## src/rtl/psc_pkg.sv

```systemverilog
package psc_pkg;

  localparam int unsigned BYTE_W = 8;

  typedef enum logic [1:0] {ST_IDLE, ST_PULSE, ST_STREAM, ST_SETTLE} seq_state_e;
  typedef enum logic [1:0] {PH_FALL, PH_LOW, PH_HIGH} bit_phase_e;

  // round up, never below one cycle
  function automatic int unsigned ns_to_cycles(input int unsigned hz, input int unsigned ns);
    longint unsigned c;
    c = (64'(hz) * 64'(ns) + 64'd999_999_999) / 64'd1_000_000_000;
    if (c == 64'd0) c = 64'd1;
    return 32'(c);
  endfunction

endpackage

```

## src/rtl/psc_timer.sv

```systemverilog
module psc_timer #(
  parameter int unsigned W = 8
) (
  input  logic         clk_i,
  input  logic         rst_ni,
  input  logic         load_i,
  input  logic [W-1:0] len_i,
  output logic         expire_o
);
  logic [W-1:0] cnt_q;
  logic         run_q;

  always_ff @(posedge clk_i or negedge rst_ni) begin
    if (!rst_ni) begin
      cnt_q <= '0;
      run_q <= 1'b0;
    end else if (load_i) begin
      cnt_q <= len_i - W'(1);
      run_q <= 1'b1;
    end else if (run_q) begin
      if (cnt_q == '0) run_q <= 1'b0;
      else             cnt_q <= cnt_q - W'(1);
    end
  end

  assign expire_o = run_q && (cnt_q == '0);
endmodule

```

## src/rtl/psc_shifter.sv

```systemverilog
module psc_shifter
  import psc_pkg::*;
#(
  parameter int unsigned LOW_CYC  = 2,
  parameter int unsigned HIGH_CYC = 2
) (
  input  logic              clk_i,
  input  logic              rst_ni,
  input  logic              run_i,
  input  logic              load_i,
  input  logic [BYTE_W-1:0] byte_i,
  output logic              can_load_o,
  output logic              word_end_o,
  output logic              dclk_o,
  output logic              data_o
);
  localparam int unsigned PH_MAX = (LOW_CYC > HIGH_CYC) ? LOW_CYC : HIGH_CYC;
  localparam int unsigned CW     = (PH_MAX > 1) ? $clog2(PH_MAX) : 1;
  localparam int unsigned BW     = $clog2(BYTE_W);

  bit_phase_e        ph_q;
  logic [CW-1:0]     cnt_q;
  logic [BW-1:0]     bit_q;
  logic [BYTE_W-1:0] sh_q;
  logic              have_q;
  logic              last_hi;

  assign last_hi    = (ph_q == PH_HIGH) && (cnt_q == CW'(HIGH_CYC - 1));
  assign word_end_o = have_q && last_hi && (bit_q == BW'(BYTE_W - 1));
  assign can_load_o = !have_q || word_end_o;

  always_ff @(posedge clk_i or negedge rst_ni) begin
    if (!rst_ni) begin
      ph_q   <= PH_FALL;
      cnt_q  <= '0;
      bit_q  <= '0;
      sh_q   <= '0;
      have_q <= 1'b0;
      dclk_o <= 1'b0;
      data_o <= 1'b0;
    end else if (!run_i) begin
      have_q <= 1'b0;
      ph_q   <= PH_FALL;
      cnt_q  <= '0;
      dclk_o <= 1'b0;
      if (!dclk_o) data_o <= 1'b0;  // clear only once clock is already low
    end else if (!have_q) begin
      if (load_i) begin
        sh_q   <= byte_i;
        have_q <= 1'b1;
        ph_q   <= PH_FALL;
        bit_q  <= '0;
        cnt_q  <= '0;
      end
    end else begin
      unique case (ph_q)
        PH_FALL: begin
          data_o <= sh_q[0];
          ph_q   <= PH_LOW;
          cnt_q  <= '0;
        end
        PH_LOW: begin
          if (cnt_q == CW'(LOW_CYC - 1)) begin
            dclk_o <= 1'b1;
            ph_q   <= PH_HIGH;
            cnt_q  <= '0;
          end else cnt_q <= cnt_q + CW'(1);
        end
        PH_HIGH: begin
          if (last_hi) begin
            dclk_o <= 1'b0;
            cnt_q  <= '0;
            ph_q   <= PH_FALL;
            if (bit_q != BW'(BYTE_W - 1)) begin
              bit_q <= bit_q + BW'(1);
              sh_q  <= sh_q >> 1;
            end else if (load_i) begin
              sh_q  <= byte_i;
              bit_q <= '0;
            end else have_q <= 1'b0;
          end else cnt_q <= cnt_q + CW'(1);
        end
        default: ph_q <= PH_FALL;
      endcase
    end
  end
endmodule

```

## src/rtl/ps_cfg_master.sv

```systemverilog
module ps_cfg_master
  import psc_pkg::*;
#(
  parameter int unsigned SYS_CLK_HZ = 125_000_000,
  parameter int unsigned PULSE_NS   = 5000,
  parameter int unsigned SETTLE_NS  = 10000,
  parameter int unsigned LOW_CYC    = 2,
  parameter int unsigned HIGH_CYC   = 2
) (
  input  logic              clk_i,
  input  logic              rst_ni,
  input  logic              start_i,
  input  logic [BYTE_W-1:0] byte_i,
  input  logic              valid_i,
  input  logic              last_i,
  output logic              ready_o,
  input  logic              status_i,
  input  logic              done_i,
  output logic              cfg_n_o,
  output logic              dclk_o,
  output logic              data_o,
  output logic              status_o,
  output logic              busy_o,
  output logic              result_valid_o,
  output logic              pass_o,
  output logic              err_o
);
  localparam int unsigned PULSE_CYC  = ns_to_cycles(SYS_CLK_HZ, PULSE_NS);
  localparam int unsigned SETTLE_CYC = ns_to_cycles(SYS_CLK_HZ, SETTLE_NS);
  localparam int unsigned TMR_MAX    = (PULSE_CYC > SETTLE_CYC) ? PULSE_CYC : SETTLE_CYC;
  localparam int unsigned TW         = $clog2(TMR_MAX + 1);
  localparam int unsigned LOW_EFF    = (LOW_CYC  < 1) ? 1 : LOW_CYC;
  localparam int unsigned HIGH_EFF   = (HIGH_CYC < 1) ? 1 : HIGH_CYC;

  seq_state_e    state_q;
  logic          fin_q;
  logic          shift_run, can_load, word_end, accept;
  logic          tmr_load, tmr_exp;
  logic [TW-1:0] tmr_len;

  assign shift_run = (state_q == ST_STREAM) && status_o;
  assign ready_o   = shift_run && can_load && !fin_q;
  assign accept    = valid_i && ready_o;
  assign tmr_load  = ((state_q == ST_IDLE) && start_i) || (shift_run && word_end && fin_q);
  assign tmr_len   = (state_q == ST_IDLE) ? TW'(PULSE_CYC) : TW'(SETTLE_CYC);

  psc_timer #(.W(TW)) u_timer (
    .clk_i    (clk_i),
    .rst_ni   (rst_ni),
    .load_i   (tmr_load),
    .len_i    (tmr_len),
    .expire_o (tmr_exp)
  );

  psc_shifter #(.LOW_CYC(LOW_EFF), .HIGH_CYC(HIGH_EFF)) u_shift (
    .clk_i      (clk_i),
    .rst_ni     (rst_ni),
    .run_i      (shift_run),
    .load_i     (accept),
    .byte_i     (byte_i),
    .can_load_o (can_load),
    .word_end_o (word_end),
    .dclk_o     (dclk_o),
    .data_o     (data_o)
  );

  always_ff @(posedge clk_i or negedge rst_ni) begin
    if (!rst_ni) begin
      state_q        <= ST_IDLE;
      fin_q          <= 1'b0;
      status_o       <= 1'b0;
      cfg_n_o        <= 1'b1;
      busy_o         <= 1'b0;
      result_valid_o <= 1'b0;
      pass_o         <= 1'b0;
      err_o          <= 1'b0;
    end else begin
      status_o       <= status_i;
      result_valid_o <= 1'b0;
      unique case (state_q)
        ST_IDLE: if (start_i) begin
          state_q <= ST_PULSE;
          cfg_n_o <= 1'b0;
          busy_o  <= 1'b1;
          err_o   <= 1'b0;
          pass_o  <= 1'b0;
          fin_q   <= 1'b0;
        end
        ST_PULSE: if (tmr_exp) begin
          state_q <= ST_STREAM;
          cfg_n_o <= 1'b1;
        end
        ST_STREAM: begin
          if (!status_o) begin
            state_q <= ST_IDLE;
            err_o   <= 1'b1;
            busy_o  <= 1'b0;
          end else begin
            if (accept) fin_q <= last_i;
            if (word_end && fin_q) state_q <= ST_SETTLE;
          end
        end
        ST_SETTLE: if (tmr_exp) begin
          state_q        <= ST_IDLE;
          result_valid_o <= 1'b1;
          pass_o         <= done_i;
          busy_o         <= 1'b0;
        end
        default: state_q <= ST_IDLE;
      endcase
    end
  end
endmodule

```

## config.mk

```make
export PLATFORM = sky130hd
export DESIGN_NAME = ps_cfg_master
export DESIGN_NICKNAME = d
export VERILOG_FILES = /design/src/rtl/psc_pkg.sv /design/src/rtl/psc_timer.sv /design/src/rtl/psc_shifter.sv /design/src/rtl/ps_cfg_master.sv
export SDC_FILE = /design/constraint.sdc
export NUM_CORES = 1
export LEC_CHECK = 0
export BUFFER_PORTS_ARGS = -buffer_cell sky130_fd_sc_hd__buf_2
export CORE_ASPECT_RATIO = 0.7
export CORE_MARGIN = 3
export CORE_UTILIZATION = 50
export DETAILED_ROUTE_END_ITERATION = 8
export PLACE_DENSITY = 0.72
export SLEW_MARGIN = 30
export SYNTH_ARGS = -nofsm -noshare
export SYNTH_HDL_FRONTEND = slang
export SYNTH_SLANG_ARGS = --single-unit
```

## constraint.sdc

```tcl
create_clock -name clk_i -period 3.3 [get_ports clk_i]
set_input_delay 0.165 -clock clk_i [delete_from_list [all_inputs] [get_ports clk_i]]
set_output_delay 0.165 -clock clk_i [all_outputs]
set_load 0.05 [all_outputs]
```

== Word level (Yosys, flattened, before mapping) ==
Index checks and enable logic that the tools add are counted.
Widths: inputs -> output; s select.

* Flip-flop bits (word level): 38
* Bits of input ports: 15
* Output and inout port bits: 9
* Logic and storage cells: 150

* $add $sub $neg: 4
* Equal/unequal tests: 27
* Multiplexer cells: 66
* Reduce and logical (&&, ||, !) cells: 36

{| class="wikitable"
|+ Operator list
! cell !! count
|-
| $mux 11 || 4
|-
| $mux 8 || 5
|-
| $mux 1 || 33
|-
| $sub 11x1->11 const B || 2
|-
| $mux 2 || 10
|-
| $ne 2x2->1 const B || 10
|-
| $reduce_and 3->1 || 6
|-
| $reduce_and 4->1 || 4
|-
| $mux 3 || 5
|-
| $logic_and 1x1->1 || 12
|-
| $logic_not 11->1 || 1
|-
| $pmux 1 s2 || 5
|-
| $ne 3x2->1 const B || 3
|-
| $pmux 2 s4 || 1
|-
| $reduce_bool 2->1 || 4
|-
| $eq 2x2->1 const B || 3
|-
| $ne 3x1->1 const B || 2
|-
| $pmux 1 s3 || 2
|-
| $pmux 2 s3 || 1
|-
| $ne 5x5->1 const B || 1
|-
| $eq 2x1->1 const B || 2
|-
| $logic_not 2->1 || 2
|-
| $ne 2x1->1 const B || 2
|-
| $ne 4x3->1 const B || 1
|-
| 9 further kinds || 12
|}

== Logic depth before layout (Yosys ltp) ==
Gate-level depths: netlist of run 1.

* Depth in word-level cells: 14
* Depth in mapped cells: 11
* Gate-level depth less buffers: 10

== Cells and area by module ==
Synthesis of run 1 repeated with hierarchy kept, for this count alone.

* Cell total of the unflattened synthesis: 230
* Area, all modules: 2288.4 um^2

{| class="wikitable"
|+ Modules (own cells, without submodules)
! module !! instances !! cells an instance !! area an instance (um^2) !! seq. area each (um^2)
|-
| psc_shifter || 1 || 88 || 970.9 || 425.4
|-
| psc_timer || 1 || 94 || 863.3 || 300.3
|-
| ps_cfg_master || 1 || 48 || 454.2 || 226.5
|}

== Worst setup path before layout of run 1 ==
No wires, ideal clock.

* Path kind: reg-to-reg
* From: register status_o
* To: register u_timer.cnt_q[8]
* Arrival time: 2.604 ns
* Setup slack: 0.556 ns
* Stages on the path, launching flop included: 10
* Buffers on the path: 1
* Period minus slack after synthesis: 2.744 ns
* Cells stage by stage: dfrtp_1 nand3_1 or3_1 clkbuf_1 a21oi_1 ha_1 nand4bb_1 a2111oi_0 xnor2_1 nor2_1

* Longest elaborated chain between the ends: 6

{| class="wikitable"
|+ Ends and longest elaborated chain
! element !! line !! RTL
|-
| start: declaration || ps_cfg_master.sv:22 || <nowiki>output logic status_o,</nowiki>
|-
| start signal: assignment || ps_cfg_master.sv:78 || <nowiki>status_o <= status_i;</nowiki>
|-
| $logic_and 1x1->1 (*) || ps_cfg_master.sv:41 || <nowiki>assign shift_run = (state_q == ST_STREAM) && status_o;</nowiki>
|-
| $logic_and 1x1->1 (*) (2 in a row) || ps_cfg_master.sv:44 || <nowiki>assign tmr_load = ((state_q == ST_IDLE) && start_i) || (shift_run && word_end && fin_q);</nowiki>
|-
| $logic_or 1x1->1 (*) || ps_cfg_master.sv:44 ||
|-
| $ne 2x2->1 (no line) or $reduce_bool 2->1 (tied branches) || n/a ||
|-
| $reduce_and 2->1 (no line) || n/a ||
|-
| end signal: assignment || psc_timer.sv:18 || <nowiki>cnt_q <= len_i - W'(1);</nowiki>
|-
| end signal: assignment || psc_timer.sv:22 || <nowiki>else cnt_q <= cnt_q - W'(1);</nowiki>
|-
| end: declaration || psc_timer.sv:10 || <nowiki>logic [W-1:0] cnt_q;</nowiki>
|}

Every way passes the cells marked *; elsewhere a longest branch is shown, timed or not.
A chain may end at the register's enable or synchronous reset.

== Final worst setup path of run 1 ==
* From: register u_shift.ph_q[0]
* To: register u_timer.cnt_q[8]

* Longest elaborated chain between the ends: 9

{| class="wikitable"
|+ Ends and longest elaborated chain
! element !! line !! RTL
|-
| start: declaration || psc_shifter.sv:21 || <nowiki>bit_phase_e ph_q;</nowiki>
|-
| start signal: assignment || psc_shifter.sv:34 || <nowiki>ph_q <= PH_FALL;</nowiki>
|-
| start signal: assignment || psc_shifter.sv:43 || <nowiki>ph_q <= PH_FALL;</nowiki>
|-
| start signal: assignment || psc_shifter.sv:51 || <nowiki>ph_q <= PH_FALL;</nowiki>
|-
| $eq 2x2->1 (*) || psc_shifter.sv:28 || <nowiki>assign last_hi = (ph_q == PH_HIGH) && (cnt_q == CW'(HIGH_CYC - 1));</nowiki>
|-
| $logic_and 1x1->1 (*) || psc_shifter.sv:28 ||
|-
| $logic_and 1x1->1 (*) (2 in a row) || psc_shifter.sv:29 || <nowiki>assign word_end_o = have_q && last_hi && (bit_q == BW'(BYTE_W - 1));</nowiki>
|-
| $logic_and 1x1->1 (*) (2 in a row) || ps_cfg_master.sv:44 ||
|-
| $logic_or 1x1->1 (*) || ps_cfg_master.sv:44 ||
|-
| $ne 2x2->1 (no line) or $reduce_bool 2->1 (tied branches) || n/a ||
|-
| $reduce_and 2->1 (no line) || n/a ||
|}

Marked as above.

==> results of run 1 <==
==> cells in the mapped netlist (2+ instances only) <==
cell type,number
sky130_fd_sc_hd__dfrtp_1,37
sky130_fd_sc_hd__o31ai_1,3
sky130_fd_sc_hd__nand2_1,18
sky130_fd_sc_hd__nor3_1,3
sky130_fd_sc_hd__a31o_2,2
sky130_fd_sc_hd__ha_1,7
sky130_fd_sc_hd__mux2_2,2
sky130_fd_sc_hd__buf_2,2
sky130_fd_sc_hd__mux2i_1,4
sky130_fd_sc_hd__a21oi_1,10
sky130_fd_sc_hd__nor2_1,9
sky130_fd_sc_hd__o22ai_1,2
sky130_fd_sc_hd__or4_1,2
sky130_fd_sc_hd__a211o_1,2
sky130_fd_sc_hd__inv_1,7
sky130_fd_sc_hd__nor3b_1,3
sky130_fd_sc_hd__o22a_1,7
sky130_fd_sc_hd__or3_1,4
sky130_fd_sc_hd__a311o_1,2
sky130_fd_sc_hd__nand3b_1,5
sky130_fd_sc_hd__a211oi_1,3
sky130_fd_sc_hd__o211ai_1,4
sky130_fd_sc_hd__o21ai_0,14
sky130_fd_sc_hd__nand3_1,11
sky130_fd_sc_hd__o21a_1,7
sky130_fd_sc_hd__nor4_1,4
sky130_fd_sc_hd__nand2b_1,2
sky130_fd_sc_hd__clkbuf_1,7
==> routing by layer <==
metal  vias to the layer above  global-route usage
li1                        789                   -
met1                       820               0.325
met2                        36               0.305
met3                         0              0.0535
met4                         0              0.0361
met5                         -                   0
==> state kept, by name, indices dropped and copies added (netlist names) <==
signal and count:
busy_o 1, cfg_n_o 1, err_o 1, fin_q 1, pass_o 1, result_valid_o 1
state_q 2, status_o 1, u_shift.bit_q 3, u_shift.cnt_q 1, u_shift.data_o 1, u_shift.dclk_o 1
u_shift.have_q 1, u_shift.ph_q 2, u_shift.sh_q 8, u_timer.cnt_q 11, u_timer.run_q 1
==> worst register-to-register path, stage by stage, from the launching register on <==
cell and delay, ns:
sky130_fd_sc_hd__dfrtp_1 0.43, sky130_fd_sc_hd__inv_1 0.10, sky130_fd_sc_hd__ha_1 0.21, sky130_fd_sc_hd__nand3_1 0.19, sky130_fd_sc_hd__or3_1 0.52, sky130_fd_sc_hd__a21oi_1 0.20, sky130_fd_sc_hd__ha_1 0.31, sky130_fd_sc_hd__nand4bb_1 0.24
sky130_fd_sc_hd__a2111oi_2 0.42, sky130_fd_sc_hd__xnor2_1 0.16, sky130_fd_sc_hd__nor2_1 0.05
==> logic make-up (layout without fill, tap and decap cells) <==
group,Yosys count,in the layout,share of synthesized area
fa+ha+maj,7,7,0.0440
xor+xnor,1,1,0.00440
buf+inv,16,41,0.0314
flops,38,38,0.478
simple gates,68,68,0.183
compound gates,63,63,0.228
mux,6,6,0.0314
==> timing repair <==
action / in CTS / in global routing
setup endpoints to repair: 0 / 1
resized for setup: 0 / 2
hold endpoints to repair: 1 / 0
buffers inserted: 0 / 0
hold buffers: 1 / 0
==> through the flow <==
step / instance area (µm²) / setup slack [ns]
2_1_floorplan: 1990 / 0.556
3_3_place_gp: 2150 / 0.436
3_5_place_dp: 2150 / 0.249
4_1_cts: 2290 / 0.206
5_1_grt: 2300 / 0.0608
6_report: 2300 / 0.325
==> final timing paths <==
| path | from | end | slack, ns | depth (start not counted) |
|---|---|---|---|---|
| setup / recovery | u_shift.ph_q[0]$_DFFE_PN0P_ | u_timer.cnt_q[8]$_DFFE_PN0P_ | 0.32 | 10 |
| hold / removal | rst_ni | u_timer.run_q$_DFF_PN0_ | -0.02 | 1 |
| setup reg to reg | u_shift.ph_q[0]$_DFFE_PN0P_ | u_timer.cnt_q[8]$_DFFE_PN0P_ | 0.32 | 10 |
| hold reg to reg | cfg_n_o$_DFFE_PN1P_ | cfg_n_o$_DFFE_PN1P_ | 0.49 | 2 |
| max in group asynchronous | rst_ni | status_o$_DFF_PN0_ | 2.80 | 1 |
| min in group clk_i | byte_i[7] | u_shift.sh_q[7]$_DFFE_PN0P_ | 0.08 | 3 |
==> cell type report <==
type / count / share of cell area
Inverter: 7 / 0.0114
Timing Repair Buffer: 26 / 0.0609
Sequential cell: 38 / 0.414
Tap cell: 50 / 0.0272
Clock inverter: 3 / 0.0299
Clock buffer: 5 / 0.0299
Multi-Input combinational cell: 145 / 0.427
==> report_power, final <==
| group | switching, mW | total, mW | internal, mW |
|---|---|---|---|
| Combinational | 0.179 | 0.333 | 0.153 |
| Sequential | 0.106 | 0.646 | 0.540 |
| Clock | 0.176 | 0.479 | 0.303 |
| Total | 0.462 | 1.46 | 0.997 |
==> qor_table.md, run 1 <==
| Step | Item | This run |
|---|---|---|
| final layout | Fin cells | 274 |
| place | Count of input and output buffers | 23 |
| timing | Final-layout worst hold slack | -0.0198 ns |
| drt | Met1 routed wirelength after detailed routing | 2.32 mm |
| critical path | Ordered list of cells on the worst path | inv_1 > ha_1 > nand3_1 > or3_1 > a21oi_1 > ha_1 > nand4bb_1 > a2111oi_2 > xnor2_1 > nor2_1 |
| final layout | Layout cells sized above 1 | 0.188 |
| global route | Wire length of the first global-routing pass | 7.82 mm |
| drt | Iteration count of the initial detailed-routing pass | 4 |
| logic synthesis | Area fraction of the dominant cell type after synthesis | 0.465 |
| critical path | Required arrival time at the worst endpoint | 3.45 ns |
| drt | Max layer used | met3 |
| final layout | Count of nets after finishing | 245 |
| min path | Hold Crit Class | input port to asynchronous set/reset pin |
| timing | Unrepaired setup endpoints after global routing | false |
| logic synthesis | Post-Syn Nets | 221 |
| timing | Least-Margin Pin Slew | 0.841 ns |
| timing | Final-report hold violation count | 37 |
| timing | Clock skew | 0.00738 ns |
| outcome | Violated checks | hold timing |
| drt | Total vias in the final route | 1645 |
| cts | CTS H-tree depth | 2 |
| drt | DRC violation count after routing | 0 |
| place | DPL Wire Length | 3.31 mm |
| final layout | Fill cell instance count of the final layout | 306 |
| timing | Upper clock frequency limit | 336 MHz |
| die | # IOs | 24 |
| final layout | Layout area overhead | 15.6% |
| logic synthesis | Synth area leaders | sky130_fd_sc_hd__dfrtp_1 (47%), sky130_fd_sc_hd__ha_1 (4.4%), sky130_fd_sc_hd__o21ai_0 (3.5%), sky130_fd_sc_hd__nand2_1 (3.4%), sky130_fd_sc_hd__o22a_1 (3.1%) |
| logic synthesis | EDFF count, synth | 0 |
| cts | Clock slew seen by the registers of the worst setup and hold paths | 0.08 ns |
| critical path | Master of the slowest instance on the critical path | sky130_fd_sc_hd__or3_1 |
| power | Power per standard cell area | 634 mW/mm² |
| global route | Maximum number of pins on one net before global-route repair | 39 |
| drt | 1st-iter DRT viols | 141 |
| logic synthesis | Cell type contributing the most total cell area after synthesis | sky130_fd_sc_hd__dfrtp_1 |
| critical path | Top fanout value on the critical path | 8 |
| power | Peak VDD IR | 0.314 mV |
| flow run | Max cap viols | 0 |
| logic synthesis | FF+latch count, synth | 38 |
| critical path | Crit end category | flop |
| drt | Via density per instance | 6.00 |
| timing | Setup Total Neg Slack | 0 ns |
| outcome | Status | finished, violations left |
| drt | Total wire length | 4.52 mm |
| drt | Amount of wire on met2 after detailed routing | 1.99 mm |
| logic synthesis | Number of distinct standard cells referenced by the synthesized netlist | 44 |
| final layout | Highest-count cells in the layout ignoring fill and taps | sky130_fd_sc_hd__dfrtp_1 (37), sky130_fd_sc_hd__buf_2 (23), sky130_fd_sc_hd__nand2_1 (18), sky130_fd_sc_hd__o21ai_0 (14), sky130_fd_sc_hd__nand3_1 (11) |
| die | Initial core utilization | 0.542 |
| global route | Overflow after GRT | 0 |
| final layout | Utilization after layout | 0.627 |
| critical path | Startpoint type of the worst setup path | flop |
| cts | Total clock sinks | 38 |
| logic synthesis | Leading register cell type out of synthesis | sky130_fd_sc_hd__dfrtp_1 |
| final layout | Sequential cell area | 952 µm² |
| cts | Clock latency on the worst-skew pair | 0.29 ns |
| timing | Final critical-path share of the clock period | 0.902 |
| timing | Final count of negative-setup-slack endpoints | 0 |
| global route | Vias in the first global route | 1611 |
| power | Lkg Pwr | 0.993 nW |
| place | Cell total after placement | 265 |
| logic synthesis | Syn Area/Cell | 10.0 µm² |
| logic synthesis | Fraction of synthesis flops using an asynchronous set or reset pin | 1.00 |
| timing | Max-slew violation total from the final report | 0 |
| critical path | Max incr delay on CP | 0.51 ns |
| drt | Routed length on met3 | 208 µm |
| critical path | Arrival time of data at the critical path endpoint | 3.13 ns |
| cts | Number of buffers inserted during clock tree synthesis | 5 |
| final layout | Antenna cell count | 0 |
| critical path | Cell family with most CP delay | simple AND/OR/NAND/NOR gates |
| logic synthesis | Yosys warns | 0 |
| critical path | Most Frequent Cell on Critical Path | sky130_fd_sc_hd__ha_1 |
| global route | Total GRT Usage | 0.212 |
| drt | WL per Instance | 16.5 µm |
| cts | Clock root buffer | sky130_fd_sc_hd__clkbuf_8 |
| drt | Remaining antenna violation count after routing | 0 |
| timing | Slew margin rel. | 0.439 |
| cts | Clock tree from TritonCTS | yes |
| global route | Antenna violations before repair | 0 |
| critical path | Worst Path Class, Setup | flop to flop |
| place | RD Place Congestion | 0.906 |
| die | Area enclosed by the die boundary | 0.00479 mm² |
| logic synthesis | Post-synthesis cell area | 0.00199 mm² |
| logic synthesis | Gate Count Post-Synth | 199 |
| final layout | Multi-input logic area | 982 µm² |
| power | Overall power of the completed layout | 1.46 mW |
| die | Rows | 18 |
| cts | Clock buffer depth | 2 |
| timing | Final worst path period need | 2.98 ns |
| die | Die height | 58.8 µm |
| die | Horiz. Die Dim | 81.4 µm |
| critical path | Buffers plus inverters on the worst setup path | 1 |
| final layout | Leading cell type in the layout, fill and taps excluded | sky130_fd_sc_hd__dfrtp_1 |
| die | CORE AREA | 0.00367 mm² |
| logic synthesis | Share of the yosys chip area belonging to registers | 0.478 |
(Power assumes the default switching activity.)
==> run 2: changes to the inputs <==
- MAX_ROUTING_LAYER: unset -> met4
==> run 2 against run 1 <==
The run still ends with hold timing left. Clock skew rose by 0.0045 ns. Register-to-register slack got worse by 0.05 ns. Non-clock buffer count increased by 1. First-iteration DRC count shrank 26%. Critical path depth did not move. Design area about the same. Final cell count increased by 0.36%. Clock power about the same. Fmax fell by 1.8%. Sequential share of layout area about the same. Critical path type unchanged. Critical endpoint unchanged.
==> qor_table.md, run 2 (synthesis results as in run 1) <==
| Step | Item | This run |
|---|---|---|
| outcome | Status | finished, violations left |
| outcome | Violated checks | hold timing |
| die | Area enclosed by the die boundary | 0.00479 mm² |
| global route | Global routing met1 resource utilization | 0.327 |
| drt | DRC violation count after routing | 0 |
| cts | CTS H-tree depth | 2 |
| drt | Via density per instance | 5.99 |
| final layout | Count of nets after finishing | 246 |
| critical path | Master of the slowest instance on the critical path | sky130_fd_sc_hd__a2111oi_0 |
| final layout | Layout cells sized above 1 | 0.187 |
| power | Power per standard cell area | 634 mW/mm² |
| drt | 1st-iter DRT viols | 104 |
| timing | Upper clock frequency limit | 330 MHz |
| drt | WL per Instance | 16.7 µm |
| final layout | Antenna cell count | 0 |
| critical path | Cell family with most CP delay | simple AND/OR/NAND/NOR gates |
| drt | Iteration count of the initial detailed-routing pass | 4 |
| critical path | Ordered list of cells on the worst path | inv_1 > ha_1 > nand3_1 > or3_1 > a21oi_1 > ha_1 > nand4bb_1 > a2111oi_0 > xnor2_1 > nor2_1 |
| cts | Clock slew seen by the registers of the worst setup and hold paths | 0.08 ns |
| final layout | Max FFs per register | 11 |
| timing | Final count of negative-setup-slack endpoints | 0 |
| die | Horiz. Die Dim | 81.4 µm |
| final layout | Final design instance area without fill | 0.00230 mm² |
| global route | Busiest grt layer | met1 |
| global route | Antenna violations before repair | 0 |
| critical path | Worst Path Class, Setup | flop to flop |
| final layout | Layout area overhead | 15.7% |
| die | Die height | 58.8 µm |
| global route | Maximum number of pins on one net before global-route repair | 39 |
| critical path | Crit end category | flop |
| global route | Total GRT Usage | 0.222 |
| final layout | Highest-count cells in the layout ignoring fill and taps | sky130_fd_sc_hd__dfrtp_1 (37), sky130_fd_sc_hd__buf_2 (23), sky130_fd_sc_hd__nand2_1 (18), sky130_fd_sc_hd__o21ai_0 (14), sky130_fd_sc_hd__nand3_1 (11) |
| cts | Number of buffers inserted during clock tree synthesis | 5 |
| critical path | Max incr delay on CP | 0.55 ns |
| cts | Total clock sinks | 38 |
| critical path | Startpoint type of the worst setup path | flop |
| power | Peak VDD IR | 0.380 mV |
| final layout | Leading registers by flop count | u_timer.cnt_q (11), u_shift.sh_q (8), u_shift.bit_q (3) |
| place | Count of input and output buffers | 23 |
| die | Rows | 18 |
| cts | Clock buffer depth | 2 |
| die | # IOs | 24 |
| critical path | Buffers plus inverters on the worst setup path | 1 |
| critical path | Most Frequent Cell on Critical Path | sky130_fd_sc_hd__ha_1 |
| timing | Final-layout worst hold slack | -0.0270 ns |
| timing | Clock skew | 0.0119 ns |
| drt | Remaining antenna violation count after routing | 0 |
| global route | Wire length of the first global-routing pass | 7.83 mm |
| place | DPL Wire Length | 3.25 mm |
| place | Post-detailed-placement cell area | 0.00215 mm² |
| cts | Clock tree from TritonCTS | yes |
| min path | Hold Crit Class | input port to asynchronous set/reset pin |
| critical path | Arrival time of data at the critical path endpoint | 3.22 ns |
| power | Lkg Pwr | 0.998 nW |
| timing | Final worst path period need | 3.03 ns |
| die | Initial core utilization | 0.542 |
| timing | Final critical-path share of the clock period | 0.918 |
| global route | Vias in the first global route | 1619 |
| timing | Final-report hold violation count | 37 |
| global route | Overflow after GRT | 0 |
| global route | Fraction of met3 tracks used by global routing | 0.0459 |
| cts | Clock root buffer | sky130_fd_sc_hd__clkbuf_8 |
| timing | Slew margin rel. | 0.432 |
| timing | Max-slew violation total from the final report | 0 |
| critical path | Top fanout value on the critical path | 8 |
| timing | Least-Margin Pin Slew | 0.852 ns |
| critical path | Required arrival time at the worst endpoint | 3.49 ns |
| global route | M2 GR Usage | 0.307 |
| final layout | Leading cell type in the layout, fill and taps excluded | sky130_fd_sc_hd__dfrtp_1 |
| timing | Setup Total Neg Slack | 0 ns |
| drt | Total wire length | 4.58 mm |
| timing | Unrepaired setup endpoints after global routing | false |
| place | RD Place Congestion | 0.919 |
| flow run | Max cap viols | 0 |
| cts | Gates resized, CTS repair | 0 |
| cts | Clock latency on the worst-skew pair | 0.30 ns |
| die | CORE AREA | 0.00367 mm² |
| drt | Total vias in the final route | 1647 |
| final layout | Reg with most FFs | u_timer.cnt_q |
| final layout | Fill cell instance count of the final layout | 314 |
[run 2: cell count changes in the layout (fill, tap and decap cells not counted), sizes merged]
cell,previous run,this run
buf,25,26
[run 2: per-layer routing]
metal,up-vias,part of all wire
met2,45,0.43
met5,-,0
li1,791,-
met3,9,0.049
met1,802,0.51
met4,0,0.013
[run 2: worst paths after layout]
kind	from	endpoint	slack, ns	cells past startpoint
worst max register to register	u_shift.ph_q[0]$_DFFE_PN0P_	u_timer.cnt_q[8]$_DFFE_PN0P_	0.27	10
worst max-delay path	u_shift.ph_q[0]$_DFFE_PN0P_	u_timer.cnt_q[8]$_DFFE_PN0P_	0.27	10
max in group asynchronous	rst_ni	u_timer.run_q$_DFF_PN0_	2.79	1
min in group clk_i	byte_i[7]	u_shift.sh_q[7]$_DFFE_PN0P_	0.08	3
worst min register to register	u_shift.bit_q[0]$_DFFE_PN0P_	u_shift.bit_q[0]$_DFFE_PN0P_	0.49	1
worst min-delay path	rst_ni	pass_o$_DFFE_PN0P_	-0.03	1
[run 2: layout make-up]
type	instances	area [µm²]	area share
Sequential cell	38	952	0.414
Multi-Input combinational cell	145	976	0.424
Clock buffer	5	68.8	0.0299
Clock inverter	3	68.8	0.0299
Inverter	7	26.3	0.0114
Timing Repair Buffer	27	148	0.0641
Tap cell	50	62.6	0.0272
[run 2: stage by stage]
step / total power [mW] / hold slack [ns] / worst slack (ns) / util / cells
floorplan: 0.877 / -0.131 / 0.556 / - / 199
global placement: 0.977 / 0.273 / 0.468 / 0.587 / 266
detailed placement: 0.983 / 0.275 / 0.324 / 0.587 / 266
finish: 1.46 / -0.0270 / 0.271 / 0.627 / 275
CTS: 1.46 / 0.00361 / 0.289 / 0.627 / 275
global route: 1.55 / 0.0398 / 0.0181 / 0.627 / 275
[run 2: report_power, final]
group	leakage (nW)	switching [mW]	total [mW]	internal [mW]
sequential	0.463	0.109	0.650	0.540
combinational	0.466	0.178	0.332	0.153
clock	0.0683	0.176	0.479	0.303
[run 2: timing repair]
item                                   in CTS  in global routing
setup buffers                               0                  0
endpoints found under the hold margin       1                  0
hold buffers                                1                  0
==> run 3: changes to the inputs <==
- PLACE_DENSITY: 0.72 -> 0.71
- SYNTH_HIERARCHICAL: unset -> 1
- TNS_END_PERCENT: unset -> 50
==> run 3 against run 2 <==
The flow now finishes without violations. Utilization up 0.66 points. Clock skew down 0.0061 ns. Synthesized area up 15%. Critical path depth up 3. Sequential power up 3.5%. Worst setup slack better by 0.073 ns. Critical endpoint is now u_timer/cnt_q[10]$_DFFE_PN0P_. Largest cell class unchanged. Largest power group unchanged. Highest routed layer unchanged.
==> qor_table.md, run 3 <==
| Step | Item | This run |
|---|---|---|
| global route | Vias in the first global route | 1541 |
| cts | CTS H-tree depth | 2 |
| cts | Clock tree from TritonCTS | yes |
| place | Count of input and output buffers | 23 |
| power | Power per standard cell area | 542 mW/mm² |
| drt | Total vias in the final route | 1686 |
| final layout | Count of nets after finishing | 294 |
| drt | Iteration count of the initial detailed-routing pass | 4 |
| place | RD Place Congestion | 0.829 |
| logic synthesis | Post-synthesis cell area | 0.00229 mm² |
| die | Rows | 19 |
| final layout | Antenna cell count | 0 |
| timing | Unrepaired setup endpoints after global routing | false |
| timing | Worst Setup Slack, final | 0.344 ns |
| outcome | Status | finished clean |
| final layout | Highest-count cells in the layout ignoring fill and taps | sky130_fd_sc_hd__dfrtp_1 (37), sky130_fd_sc_hd__buf_2 (23), sky130_fd_sc_hd__nor2_1 (21), sky130_fd_sc_hd__conb_1 (17), sky130_fd_sc_hd__nand2_1 (13) |
| final layout | Leading cell type in the layout, fill and taps excluded | sky130_fd_sc_hd__dfrtp_1 |
| die | Area enclosed by the die boundary | 0.00544 mm² |
| final layout | Utilization after layout | 0.634 |
| timing | Clock skew | 0.00586 ns |
| logic synthesis | Yosys warns | 6 |
| power | Lkg Pwr | 1.19 nW |
| critical path | Startpoint type of the worst setup path | flop |
| critical path | Master of the slowest instance on the critical path | sky130_fd_sc_hd__dfrtp_1 |
| critical path | Max incr delay on CP | 0.41 ns |
| timing | Max-slew violation total from the final report | 0 |
| cts | Clock buffer depth | 2 |
| timing | Final critical-path share of the clock period | 0.896 |
| cts | Number of buffers inserted during clock tree synthesis | 5 |
| timing | Setup Total Neg Slack | 0 ns |
| logic synthesis | FF+latch count, synth | 38 |
| logic synthesis | Cell type contributing the most total cell area after synthesis | sky130_fd_sc_hd__dfrtp_1 |
| min path | Hold Crit Class | input port to flop |
| power | Peak VDD IR | 0.312 mV |
| timing | Slew margin rel. | 0.481 |
| final layout | Reg with most FFs | u_timer/cnt_q |
| drt | Total wire length | 4.42 mm |
| logic synthesis | Leading register cell type out of synthesis | sky130_fd_sc_hd__dfrtp_1 |
| final layout | Layout cells sized above 1 | 0.204 |
| final layout | Leading registers by flop count | u_timer/cnt_q (11), u_shift/sh_q (8), u_shift/bit_q (3) |
| drt | 1st-iter DRT viols | 149 |
| die | Horiz. Die Dim | 86.9 µm |
| final layout | Sequential cell area | 952 µm² |
| drt | WL per Instance | 13.6 µm |
| cts | Total clock sinks | 38 |
| logic synthesis | Synth area leaders | sky130_fd_sc_hd__dfrtp_1 (40%), sky130_fd_sc_hd__mux2i_1 (5.2%), sky130_fd_sc_hd__xnor2_1 (4.6%), sky130_fd_sc_hd__nor2_1 (3.4%), sky130_fd_sc_hd__ha_1 (3.3%) |
| drt | Via density per instance | 5.17 |
| critical path | Top fanout value on the critical path | 16 |
| place | Worst slack, placed | 0.387 ns |
| cts | Clock latency on the worst-skew pair | 0.28 ns |
| die | CORE AREA | 0.00416 mm² |
| drt | Remaining antenna violation count after routing | 0 |
| critical path | Required arrival time at the worst endpoint | 3.46 ns |
| final layout | Layout area overhead | 15.2% |
| logic synthesis | Most frequent cell after synthesis | sky130_fd_sc_hd__dfrtp_1 |
| critical path | Crit end category | flop |
| logic synthesis | Share of the yosys chip area belonging to registers | 0.416 |
| global route | Antenna violations before repair | 0 |
| critical path | Ordered list of cells on the worst path | inv_1 > ha_1 > nand3_1 > nor2_1 > a41oi_1 > nor2_1 > buf_4 > mux2i_1 > ha_1 > o2111ai_1 > nor3_1 > xnor2_1 > mux2i_1 |
| critical path | Worst Path Class, Setup | flop to flop |
| drt | DRC violation count after routing | 0 |
| final layout | Multi-input logic area | 0.00130 mm² |
| cts | Clock root buffer | sky130_fd_sc_hd__clkbuf_8 |
| logic synthesis | Gate Count Post-Synth | 230 |
| critical path | Arrival time of data at the critical path endpoint | 3.12 ns |
| flow run | Max cap viols | 0 |
| logic synthesis | Fraction of synthesis flops using an asynchronous set or reset pin | 1.00 |
| cts | Clock slew seen by the registers of the worst setup and hold paths | 0.08 ns |
| die | Die height | 62.6 µm |
| logic synthesis | EDFF count, synth | 0 |
| global route | Wire length of the first global-routing pass | 7.79 mm |
| timing | Least-Margin Pin Slew | 0.772 ns |
| logic synthesis | Number of distinct standard cells referenced by the synthesized netlist | 53 |
| cts | Gates resized, CTS repair | 0 |
| final layout | Fill cell instance count of the final layout | 341 |
| logic synthesis | Leading post-synthesis cells by instance count | sky130_fd_sc_hd__dfrtp_1 (37), sky130_fd_sc_hd__nor2_1 (21), sky130_fd_sc_hd__nand2_1 (13), sky130_fd_sc_hd__mux2i_1 (12), sky130_fd_sc_hd__xnor2_1 (12) |
| logic synthesis | Area fraction of the dominant cell type after synthesis | 0.405 |
| die | Initial core utilization | 0.550 |
| timing | Upper clock frequency limit | 338 MHz |
| final layout | Max FFs per register | 11 |
| place | DPL Wire Length | 3.15 mm |
| global route | Total GRT Usage | 0.185 |
| logic synthesis | Syn Area/Cell | 9.95 µm² |
| timing | Final worst path period need | 2.96 ns |
| global route | Maximum number of pins on one net before global-route repair | 39 |
| timing | Final-report hold violation count | 0 |
| global route | Overflow after GRT | 0 |
| power | Overall power of the completed layout | 1.43 mW |
| timing | Final count of negative-setup-slack endpoints | 0 |
| die | # IOs | 24 |
==> run 3: kinds of logic (layout without fill, tap and decap cells) <==
logic type / Yosys count / in the layout / share of synthesized area
xor gates and xnor gates: 18 / 18 / 0.0689
buffers and inverters: 20 / 49 / 0.0415
AOI/OAI and AO/OA: 47 / 47 / 0.153
and+or+nand+nor: 80 / 80 / 0.191
other: 2 / 17 / 0.00328
DFF: 38 / 38 / 0.416
adders and majority gates: 6 / 6 / 0.0328
muxes: 19 / 19 / 0.0935
==> run 3: layout make-up <==
| type | count | area share |
|---|---|---|
| clock buffers | 7 | 0.0327 |
| clock inverters | 1 | 0.00190 |
| inverters | 10 | 0.0142 |
| multi-input cells | 187 | 0.492 |
| flip-flops and latches | 38 | 0.361 |
| well taps | 52 | 0.0247 |
| repair buffers | 31 | 0.0731 |
==> run 3: worst max-delay path, delay by kind of cell, from the launching register on <==
family / cells / cell delay, ns
XOR/XNOR: 1 / 0.15
multiplexers: 2 / 0.34
buffers and inverters: 2 / 0.32
AND/OR/NAND/NOR: 4 / 0.68
flip-flops: 1 / 0.41
AO/OA/AOI/OAI: 2 / 0.42
adder cells (fa/ha/maj): 2 / 0.51
==> run 3: power breakdown <==
part           internal (mW)  switching, mW  total [mW]
Clock                  0.169          0.160       0.328
Combinational          0.188          0.240       0.428
Sequential             0.564          0.109       0.673
==> run 3: path summary, 6_finish.rpt <==
| path | from | endpoint | slack [ns] | cells past startpoint |
|---|---|---|---|---|
| max in group asynchronous | rst_ni | u_shift/bit_q[0]$_DFFE_PN0P_ | 2.59 | 3 |
| min in group asynchronous | rst_ni | u_shift/cnt_q$_DFFE_PN0P_ | 0.28 | 2 |
| hold / removal | last_i | fin_q$_DFFE_PN0P_ | 0.11 | 3 |
| setup / recovery | u_shift/ph_q[0]$_DFFE_PN0P_ | u_timer/cnt_q[10]$_DFFE_PN0P_ | 0.34 | 13 |
| setup reg to reg | u_shift/ph_q[0]$_DFFE_PN0P_ | u_timer/cnt_q[10]$_DFFE_PN0P_ | 0.34 | 13 |
| hold reg to reg | u_shift/sh_q[3]$_DFFE_PN0P_ | u_shift/sh_q[3]$_DFFE_PN0P_ | 0.49 | 1 |
==> run 3: stage by stage <==
stage / instances / hold WS (ns) / area, µm²
floorplan: 245 / -0.131 / 2340
global placement: 315 / 0.274 / 2500
detailed placement: 315 / 0.277 / 2500
CTS: 324 / 0.0187 / 2610
global route: 326 / 0.133 / 2640
finish: 326 / 0.109 / 2640
==> run 3: repair_timing <==
item	4_1_cts	5_1_grt
endpoints found under the hold margin	1	9
hold buffers	1	1
setup buffers	0	0
==> run 3: routing by layer <==
| metal | wire length [µm] | share of wire | track usage | vias up |
|---|---|---|---|---|
| met3 | 195 | 0.044 | 0.0395 | 2 |
| met1 | 2540 | 0.57 | 0.297 | 769 |
| met5 | 0 | 0 | - | - |
| li1 | - | - | - | 885 |
| met4 | 19 | 0.0043 | 0.0409 | 0 |
| met2 | 1660 | 0.38 | 0.230 | 30 |
